<file path="config.mk">
export PLATFORM = sky130hd
export DESIGN_NAME = shreg_bus
export DESIGN_NICKNAME = d
export VERILOG_FILES = /design/src/rtl/shreg_pkg.sv /design/src/rtl/shreg_op_dec.sv /design/src/rtl/shreg_cell.sv /design/src/rtl/shreg_drive_ctl.sv /design/src/rtl/shreg_bus.sv
export SDC_FILE = /design/constraint.sdc
export NUM_CORES = 1
export LEC_CHECK = 0
export BUFFER_PORTS_ARGS = -buffer_cell sky130_fd_sc_hd__buf_2
export CAP_MARGIN = 20
export CELL_PAD_IN_SITES_DETAIL_PLACEMENT = 1
export CELL_PAD_IN_SITES_GLOBAL_PLACEMENT = 1
export CORE_MARGIN = 2
export CORE_UTILIZATION = 32
export CTS_BUF_LIST = sky130_fd_sc_hd__clkbuf_8
export CTS_CLUSTER_SIZE = 12
export DETAILED_ROUTE_END_ITERATION = 10
export PLACE_DENSITY_LB_ADDON = 0.1
export RECOVER_POWER = 100
export REMOVE_ABC_BUFFERS = 1
export SYNTH_ARGS = -nofsm -noshare
export SYNTH_HDL_FRONTEND = slang
export SYNTH_HIERARCHICAL = 1
export SYNTH_SLANG_ARGS = --single-unit
</file>
<file path="constraint.sdc">
create_clock -name clk -period 1.6 [get_ports clk]
set_input_delay 0.08 -clock clk [delete_from_list [all_inputs] [get_ports clk]]
set_output_delay 0.08 -clock clk [all_outputs]
set_load 0.05 [all_outputs]
</file>
<file path="src/rtl/shreg_pkg.sv">
package shreg_pkg;
  typedef enum logic [2:0] {
    OP_CLEAR = 3'd0,
    OP_HOLD  = 3'd1,
    OP_UP    = 3'd2,
    OP_DOWN  = 3'd3,
    OP_LOAD  = 3'd4
  } shreg_op_e;

  localparam logic [1:0] SEL_HOLD = 2'b00;
  localparam logic [1:0] SEL_UP   = 2'b01;
  localparam logic [1:0] SEL_DOWN = 2'b10;
  localparam logic [1:0] SEL_LOAD = 2'b11;
endpackage

</file>
<file path="src/rtl/shreg_op_dec.sv">
module shreg_op_dec
  import shreg_pkg::*;
(
  input  logic       rst_n,
  input  logic [1:0] sel,
  output shreg_op_e  op
);
  always_comb begin
    if (!rst_n) begin
      op = OP_CLEAR;
    end else begin
      unique case (sel)
        SEL_UP:   op = OP_UP;
        SEL_DOWN: op = OP_DOWN;
        SEL_LOAD: op = OP_LOAD;
        default:  op = OP_HOLD;
      endcase
    end
  end
endmodule

</file>
<file path="src/rtl/shreg_cell.sv">
module shreg_cell
  import shreg_pkg::*;
(
  input  logic      clk,
  input  shreg_op_e op,
  input  logic      from_below,
  input  logic      from_above,
  input  logic      pin,
  output logic      q
);
  logic d;

  always_comb begin
    unique case (op)
      OP_CLEAR: d = 1'b0;
      OP_UP:    d = from_below;
      OP_DOWN:  d = from_above;
      OP_LOAD:  d = pin;
      default:  d = q;
    endcase
  end

  always_ff @(posedge clk) begin
    q <= d;
  end
endmodule

</file>
<file path="src/rtl/shreg_drive_ctl.sv">
module shreg_drive_ctl
  import shreg_pkg::*;
(
  input  logic       oe_a_n,
  input  logic       oe_b_n,
  input  logic [1:0] sel,
  output logic       drive
);
  logic enables_on;
  logic load_sel;

  always_comb begin
    enables_on = ~oe_a_n & ~oe_b_n;
    load_sel   = (sel == SEL_LOAD);
    drive      = enables_on & ~load_sel;
  end
endmodule

</file>
<file path="src/rtl/shreg_bus.sv">
module shreg_bus
  import shreg_pkg::*;
#(
  parameter int WIDTH = 8
) (
  input  logic             clk,
  input  logic             rst_n,
  input  logic [1:0]       sel,
  input  logic             ser_up_in,
  input  logic             ser_dn_in,
  input  logic             oe_a_n,
  input  logic             oe_b_n,
  input  logic [WIDTH-1:0] bus_in,
  output logic [WIDTH-1:0] bus_out,
  output logic             bus_drive,
  output logic             end_lo,
  output logic             end_hi
);
  localparam int TOP = WIDTH - 1;

  shreg_op_e        op;
  logic [WIDTH-1:0] q;

  shreg_op_dec u_dec (
    .rst_n (rst_n),
    .sel   (sel),
    .op    (op)
  );

  // below[i] is the bit that enters lane i on an up-shift;
  // above[i] is the bit that enters lane i on a down-shift.
  logic [WIDTH-1:0] below;
  logic [WIDTH-1:0] above;

  for (genvar i = 0; i < WIDTH; i++) begin : g_lane
    if (i == 0) begin : g_first
      assign below[i] = ser_up_in;
    end else begin : g_inner_lo
      assign below[i] = q[i-1];
    end
    if (i == TOP) begin : g_last
      assign above[i] = ser_dn_in;
    end else begin : g_inner_hi
      assign above[i] = q[i+1];
    end

    shreg_cell u_cell (
      .clk        (clk),
      .op         (op),
      .from_below (below[i]),
      .from_above (above[i]),
      .pin        (bus_in[i]),
      .q          (q[i])
    );
  end

  shreg_drive_ctl u_drv (
    .oe_a_n (oe_a_n),
    .oe_b_n (oe_b_n),
    .sel    (sel),
    .drive  (bus_drive)
  );

  assign bus_out = q;
  assign end_lo  = q[0];
  assign end_hi  = q[TOP];
endmodule

</file>
==> run_results.csv, run 1 <==
group,metric,value,unit
die,die-area,0.00238,mm^2
grt,grtUsageMet1,0.155,
power,sequentialPowerShare,0.352,
power,p_switching,291,uW
clock_tree,clock_latency,0.23,ns
grt,grt_pass1_vias,549,
clock_tree,hold_buffers,0,
synth,synthCells,59,
clock_tree,cts_tree,"done",
min_path,hold_class,"input port to flop",
power,vdd_drop_max,361,uV
drt,wire_per_inst,12.6,um
power,power.density,912,mW/mm^2
drt,wl,1460,um
critical_path,worstPathMaxFanout,24,
die,core_region_area,0.00192,mm^2
final_layout,ff_latch_area,240,um^2
grt,overflow,0,
die,die_w,48.8,um
drt,drc,0,
critical_path,worst_ep_required_time,1.53,ns
critical_path,worst-endpoint-arrival,1.17,ns
final_layout,largest_reg_flops,8,
synth,ys_ff_latch,8,
drt,dr.pass1.iters,4,
final_layout,finalCoreUtilization,0.457,
die,initial_core_util,0.335,
power,internal_power,510,uW
grt,grt_pass1_wl,2440,um
grt,grtUsageMet3,0.0368,
placed_design,hpwlAfterDp,1050,um
critical_path,cp-startpoint,"sel[0]",
outcome,status,"completed",
final_layout,nets,110,
power,switching_share,0.364,
flow_run,maxCapViolCount,0,
clock_tree,clockRootBuffer,"clkbuf_8",
final_layout,drive_above_1_share,0.236,
sta,period_needed,1.25,ns
power,power_leakage,0.000328,uW
sta,hold_violations,0,
sta,relSlewSlack,0.591,
grt,grt_max_degree,25,
final_layout,largestRegisters,"g_lane.u_cell/q x8",
sta,fmaxAchievable,803,MHz
sta,fin_crit_sh,0.779,
grt,antenna_found_initial,0,
final_layout,final_cell_area,878,um^2
placed_design,postPlaceCellArea,852,um^2
sta,setup_viol,0,
min_path,worstHoldStart,"ser_dn_in",
power,clkPwrFrac,0.307,
drt,ant_nets,0,
sta,drv_slew,0,
die,io_pins,27,
placed_design,port_buffers,26,
clock_tree,clock-sinks,8,
clock_tree,cts_buffers,3,
final_layout,multi_input_area,380,um^2
clock_tree,ctsLongestPathBuffers,2,
placed_design,gp_congestion,0.675,
clock_tree,cts_resized,0,
drt,vias,570,
final_layout,area_growth,36.6,%
clock_tree,clkTransAtPathRegs,0.04,ns
final_layout,nFillCells,234,
critical_path,critPathKind,"input port to flop",
synth,yosysSeqAreaShare,0.374,
sta,fin_hold_ws,0.207,ns
synth,yosys.cell_types.count,11,
sta,skew,0.00206,ns
synth,syn_area_per_cell,10.9,um^2
synth,yosys_warnings,6,
final_layout,n_antenna_cell,0,
synth,netlist_area,643,um^2
power,pwr-share-comb,0.341,
grt,busiest_layer,"met2",
critical_path,r2r_start,"g_lane[4].u_cell/q",
grt,grt_usage,0.138,
sta,worstMarginPinSlew,0.616,ns
drt,viasPerCell,4.91,
drt,first_iter_violations,9,
die,die_height,48.8,um
final_layout,largest_register,"g_lane.u_cell/q",
critical_path,startpoint_type,"input port",
clock_tree,cts_setup_buffers,0,
sta,rsz0062_at_grt,"no",
critical_path,endpoint_kind,"flop",
die,row_count,16,
clock_tree,htree_levels,1,
sta,setup_tns,0,ns
grt,met2_usage,0.240,
placed cells by master, fill, tap and decap left out:
master    synthesis  routed
mux2i_1          16      16
o32ai_1           8       8
and2_1            2       1
clkbuf_1          0      12
clkbuf_8          0       3
ha_1              3       3
a211oi_2          1       1
buf_12            0       3
nand2_1           8       8
buf_2             0      14
and2_0            0       1
edfxtp_1          8       8
inv_1             2       2
o21a_1            1       1
nand2b_1          8       8
cells by family (layout without fill, tap and decap cells):
family                     after synthesis  in the layout  share of synthesized area
AOI/OAI and AO/OA                       10             10                      0.140
adders and majority gates                3              3                     0.0584
buffers and inverters                    4             34                     0.0350
DFF                                      8              8                      0.374
muxes                                   16             16                      0.249
and+or+nand+nor                         18             18                      0.144
layer usage:
layer / vias to the layer above / part of all wire
li1: 287 / -
met2: 21 / 0.52
met1: 258 / 0.41
met3: 4 / 0.046
met4: 0 / 0.019
met5: - / 0
stage by stage:
step                      total power, uW  worst slack (ns)  cells
after floorplan                       479            0.0618     57
after global placement                564             0.238    113
after detailed placement              570             0.195    113
after CTS                             821             0.439    116
after global routing                  848             0.268    116
final                                 801             0.354    116
path summary, 6_finish.rpt:
path,end,slack [ns],cells past startpoint
min reg2reg,g_lane[6].u_cell/q,0.67,2
min,g_lane[7].u_cell/q,0.21,3
max,g_lane[0].u_cell/q,0.35,6
max reg2reg,g_lane[3].u_cell/q,0.65,2
critical path, cell delays in order:
cell      delay [ns]
clkbuf_1        0.13
inv_1           0.08
ha_1            0.27
and2_0          0.18
buf_12          0.19
mux2i_1         0.23
layout make-up:
type / count / share of cell area
Tap cell: 27 / 0.0385
Timing Repair Buffer: 29 / 0.199
Clock buffer: 3 / 0.0470
Sequential cell: 8 / 0.274
Inverter: 2 / 0.00855
Multi-Input combinational cell: 47 / 0.433
Yosys cell counts:
cell | number | share of area
and2_1 | 2 | 0.019
o21a_1 | 1 | 0.012
nand2b_1 | 8 | 0.078
mux2i_1 | 16 | 0.25
o32ai_1 | 8 | 0.11
inv_1 | 2 | 0.012
nand2_1 | 8 | 0.047
a211oi_2 | 1 | 0.019
edfxtp_1 | 8 | 0.37
ha_1 | 3 | 0.058
buf_4 | 2 | 0.023
power by group through the flow:
stage / Sequential (uW) / Combinational [uW] / Clock (uW)
after floorplan: 386 / 92.4 / 0
after global placement: 282 / 282 / 0
after detailed placement: 285 / 285 / 0
after CTS: 282 / 285 / 254
after global routing: 287 / 292 / 270
final: 282 / 273 / 246
No activity file was read; power rests on OpenSTA's default activity.
==> run 2, diff against run 1 <==
- ABC_AREA: not set -> 1
- CORE_UTILIZATION: 32 -> 31
- clock period: 1.6 -> 1 ns (I/O delays scaled with it)
==> run_results.csv, run 2 <==
group,metric,value,unit
min_path,hold_class,"input port to flop",
placed_design,place_inst,178,
synth,yosys.cell_types.count,10,
power,switching_share,0.398,
synth,synth_area_leaders,"edfxtp_1 32%, inv_1 19%, nand2_1 14%, o21bai_1 8.0%, nand4_1 6.7%",
critical_path,critPathKind,"input port to flop",
critical_path,crit_path_top_delay_cell,"ha_4",
die,die-area,0.00284,mm^2
critical_path,endpoint_kind,"flop",
grt,grt_pass1_wl,3650,um
die,initial_core_util,0.334,
synth,synthCells,114,
sta,timing.final.ws_setup,-0.0578,ns
power,vdd_drop_max,777,uV
final_layout,nFillCells,298,
sta,period_needed,1.06,ns
drt,viasPerCell,4.69,
grt,grt_max_degree,11,
synth,muxShareOfSynthArea,0,
final_layout,multi_input_area,422,um^2
outcome,status,"finished with violations",
sta,worstMarginPinSlew,0.283,ns
final_layout,largest_reg_flops,8,
synth,synthXorXnorAreaFrac,0,
final_layout,largestRegisters,"g_lane.u_cell/q x8",
sta,relSlewSlack,0.812,
flow_run,maxCapViolCount,0,
clock_tree,clkTransAtPathRegs,0.04,ns
clock_tree,ctsLongestPathBuffers,2,
critical_path,startpoint_type,"input port",
synth,ys_ff_latch,8,
drt,wire_per_inst,12.8,um
drt,vias,887,
critical_path,worstPathMaxFanout,8,
critical_path,worst-endpoint-arrival,1.03,ns
drt,drc,0,
power,power,1590,uW
synth,async_flop_share,0,
die,row_count,17,
placed_design,port_buffers,26,
synth,yosysMostFrequentCell,"inv_1",
grt,overflow,0,
clock_tree,cts_buffers,3,
grt,grt_pass1_vias,847,
synth,yosys-top-cells-count,"38 x inv_1, 28 x nand2_1",
power,internal_power,958,uW
final_layout,layout_common_cells,"25 x nand2_1, 22 x inv_1, 14 x buf_2",
sta,setup_tns,-0.299,ns
sta,skew,0.00372,ns
critical_path,critical-path-max-stage-delay,0.23,ns
drt,ant_nets,0,
power,power_leakage,0.000668,uW
sta,fin_hold_ws,0.146,ns
sta,hold_violations,0,
critical_path,crit_family,"buffers and inverters",
power,power.density,1270,mW/mm^2
synth,synthAdderAreaFrac,0.0499,
synth,netlist_area,752,um^2
die,io_pins,27,
final_layout,area_growth,67.1,%
final_layout,largest_register,"g_lane.u_cell/q",
final_layout,stdcell_count,189,
drt,dr.pass1.iters,4,
die,die_height,53.3,um
critical_path,path_cells,"buf_6 -> inv_4 -> ha_4 -> nand2_4 -> inv_4 -> buf_12 -> inv_2 -> nor2_2 -> buf_4 -> nand3_1 -> nand2_1",
critical_path,crit_buf_inv,6,
sta,fin_crit_sh,1.06,
grt,antenna_found_initial,0,
synth,yosysSeqAreaShare,0.319,
sta,fmaxAchievable,945,MHz
synth,synth-simple-area-share,0.341,
critical_path,worst_ep_required_time,0.97,ns
final_layout,n_antenna_cell,0,
clock_tree,hold_buffers,0,
drt,wl,2410,um
sta,drv_slew,0,
die,core_region_area,0.00225,mm^2
outcome,violations,"negative setup slack",
synth,synth-edff-count,8,
critical_path,critPathMostFrequentCell,"inv_4",
final_layout,final_common_cell,"nand2_1",
sta,setup_viol,13,
power,clkPwrFrac,0.248,
grt,grt_usage,0.178,
synth,synth_top_area_frac,0.319,
synth,synth_top_family_by_area,"simple AND/OR/NAND/NOR gates",
clock_tree,htree_levels,1,
final_layout,ff_latch_area,240,um^2
synth,yosys.area.top_type,"edfxtp_1",
clock_tree,clock-sinks,8,
final_layout,final_cell_area,0.00126,mm^2
synth,synthFlopType,"edfxtp_1",
power,pwr-share-comb,0.458,
clock_tree,cts_tree,"done",
placed_design,hpwlAfterDp,1630,um
clock_tree,clockRootBuffer,"clkbuf_8",
placed_design,gp_congestion,0.739,
clock_tree,clock_latency,0.23,ns
die,die_w,53.3,um
final_layout,drive_above_1_share,0.503,
final_layout,nets,182,
sta,rsz0062_at_grt,"yes",
power,sequentialPowerShare,0.295,
placed_design,postPlaceCellArea,0.00102,mm^2
synth,syn_area_per_cell,6.60,um^2
drt,first_iter_violations,8,
power,p_switching,634,uW
synth,synth-compound-area-share,0.0799,
synth,yosys_warnings,6,
run 2: cell count changes in the layout (fill, tap and decap cells not counted), sizes merged:
cell    before  now
inv          2   38
o32ai        8    0
mux2i       16    0
nand2b       8    0
a211oi       1    0
nor2         0   11
buf         17   36
nand3        0    8
and2         2    0
nand4        0    8
clkbuf      15   13
o21a         1    0
o21bai       0    8
nand2        8   28
run 2: what timing repair did:
action,in CTS,in global routing
endpoints found under the setup margin,16,16
gates cloned,3,0
resized for setup,31,17
pin swaps,13,12
buffers inserted,0,5
run 2: kinds of logic (layout without fill, tap and decap cells):
kind of cell	after synthesis	count (layout)
AOI/OAI and AO/OA	8	8
and+or+nand+nor	55	55
adders and majority gates	3	3
buffers and inverters	40	87
DFF	8	8
run 2: layout make-up:
type / instances / share of cell area
timing repair buffer: 46 / 0.287
clock buffer: 3 / 0.0329
inverter: 38 / 0.125
tap: 28 / 0.0279
sequential: 8 / 0.191
multi-input combinational: 66 / 0.336
run 2: worst min-delay path, delay by kind of cell:
kind	cells	cell delay, ns
buffers and inverters	1	0.07
AND/OR/NAND/NOR	2	0.14
run 2: routing by layer:
metal  track usage  share of wire  up-vias
met3        0.0395          0.038        2
met5             0              0        -
met1         0.203           0.43      425
met4        0.0470         0.0054        0
met2         0.327           0.53       18
li1              -              -      442
run 2: path summary, 6_finish.rpt:
check	start	endpoint	cells past startpoint	slack, ns
setup reg to reg	g_lane[5].u_cell/q	g_lane[6].u_cell/q	4	0.03
setup / recovery	sel[1]	g_lane[6].u_cell/q	11	-0.06
hold / removal	bus_in[4]	g_lane[4].u_cell/q	3	0.15
hold reg to reg	g_lane[2].u_cell/q	g_lane[1].u_cell/q	4	0.69
run 2: stage by stage:
step,setup WS [ns],utilization
2_1_floorplan,-0.585,-
3_3_place_gp,-0.320,0.451
3_5_place_dp,-0.362,0.451
4_1_cts,-0.0304,0.526
5_1_grt,-0.107,0.557
6_report,-0.0578,0.557
run 2: power groups by stage:
stage | combinational (uW) | clock (uW) | sequential [uW]
6_report | 728 | 394 | 469
5_1_grt | 784 | 409 | 476
2_1_floorplan | 198 | 0 | 667
3_3_place_gp | 580 | 0 | 468
3_5_place_dp | 596 | 0 | 472
4_1_cts | 679 | 399 | 467
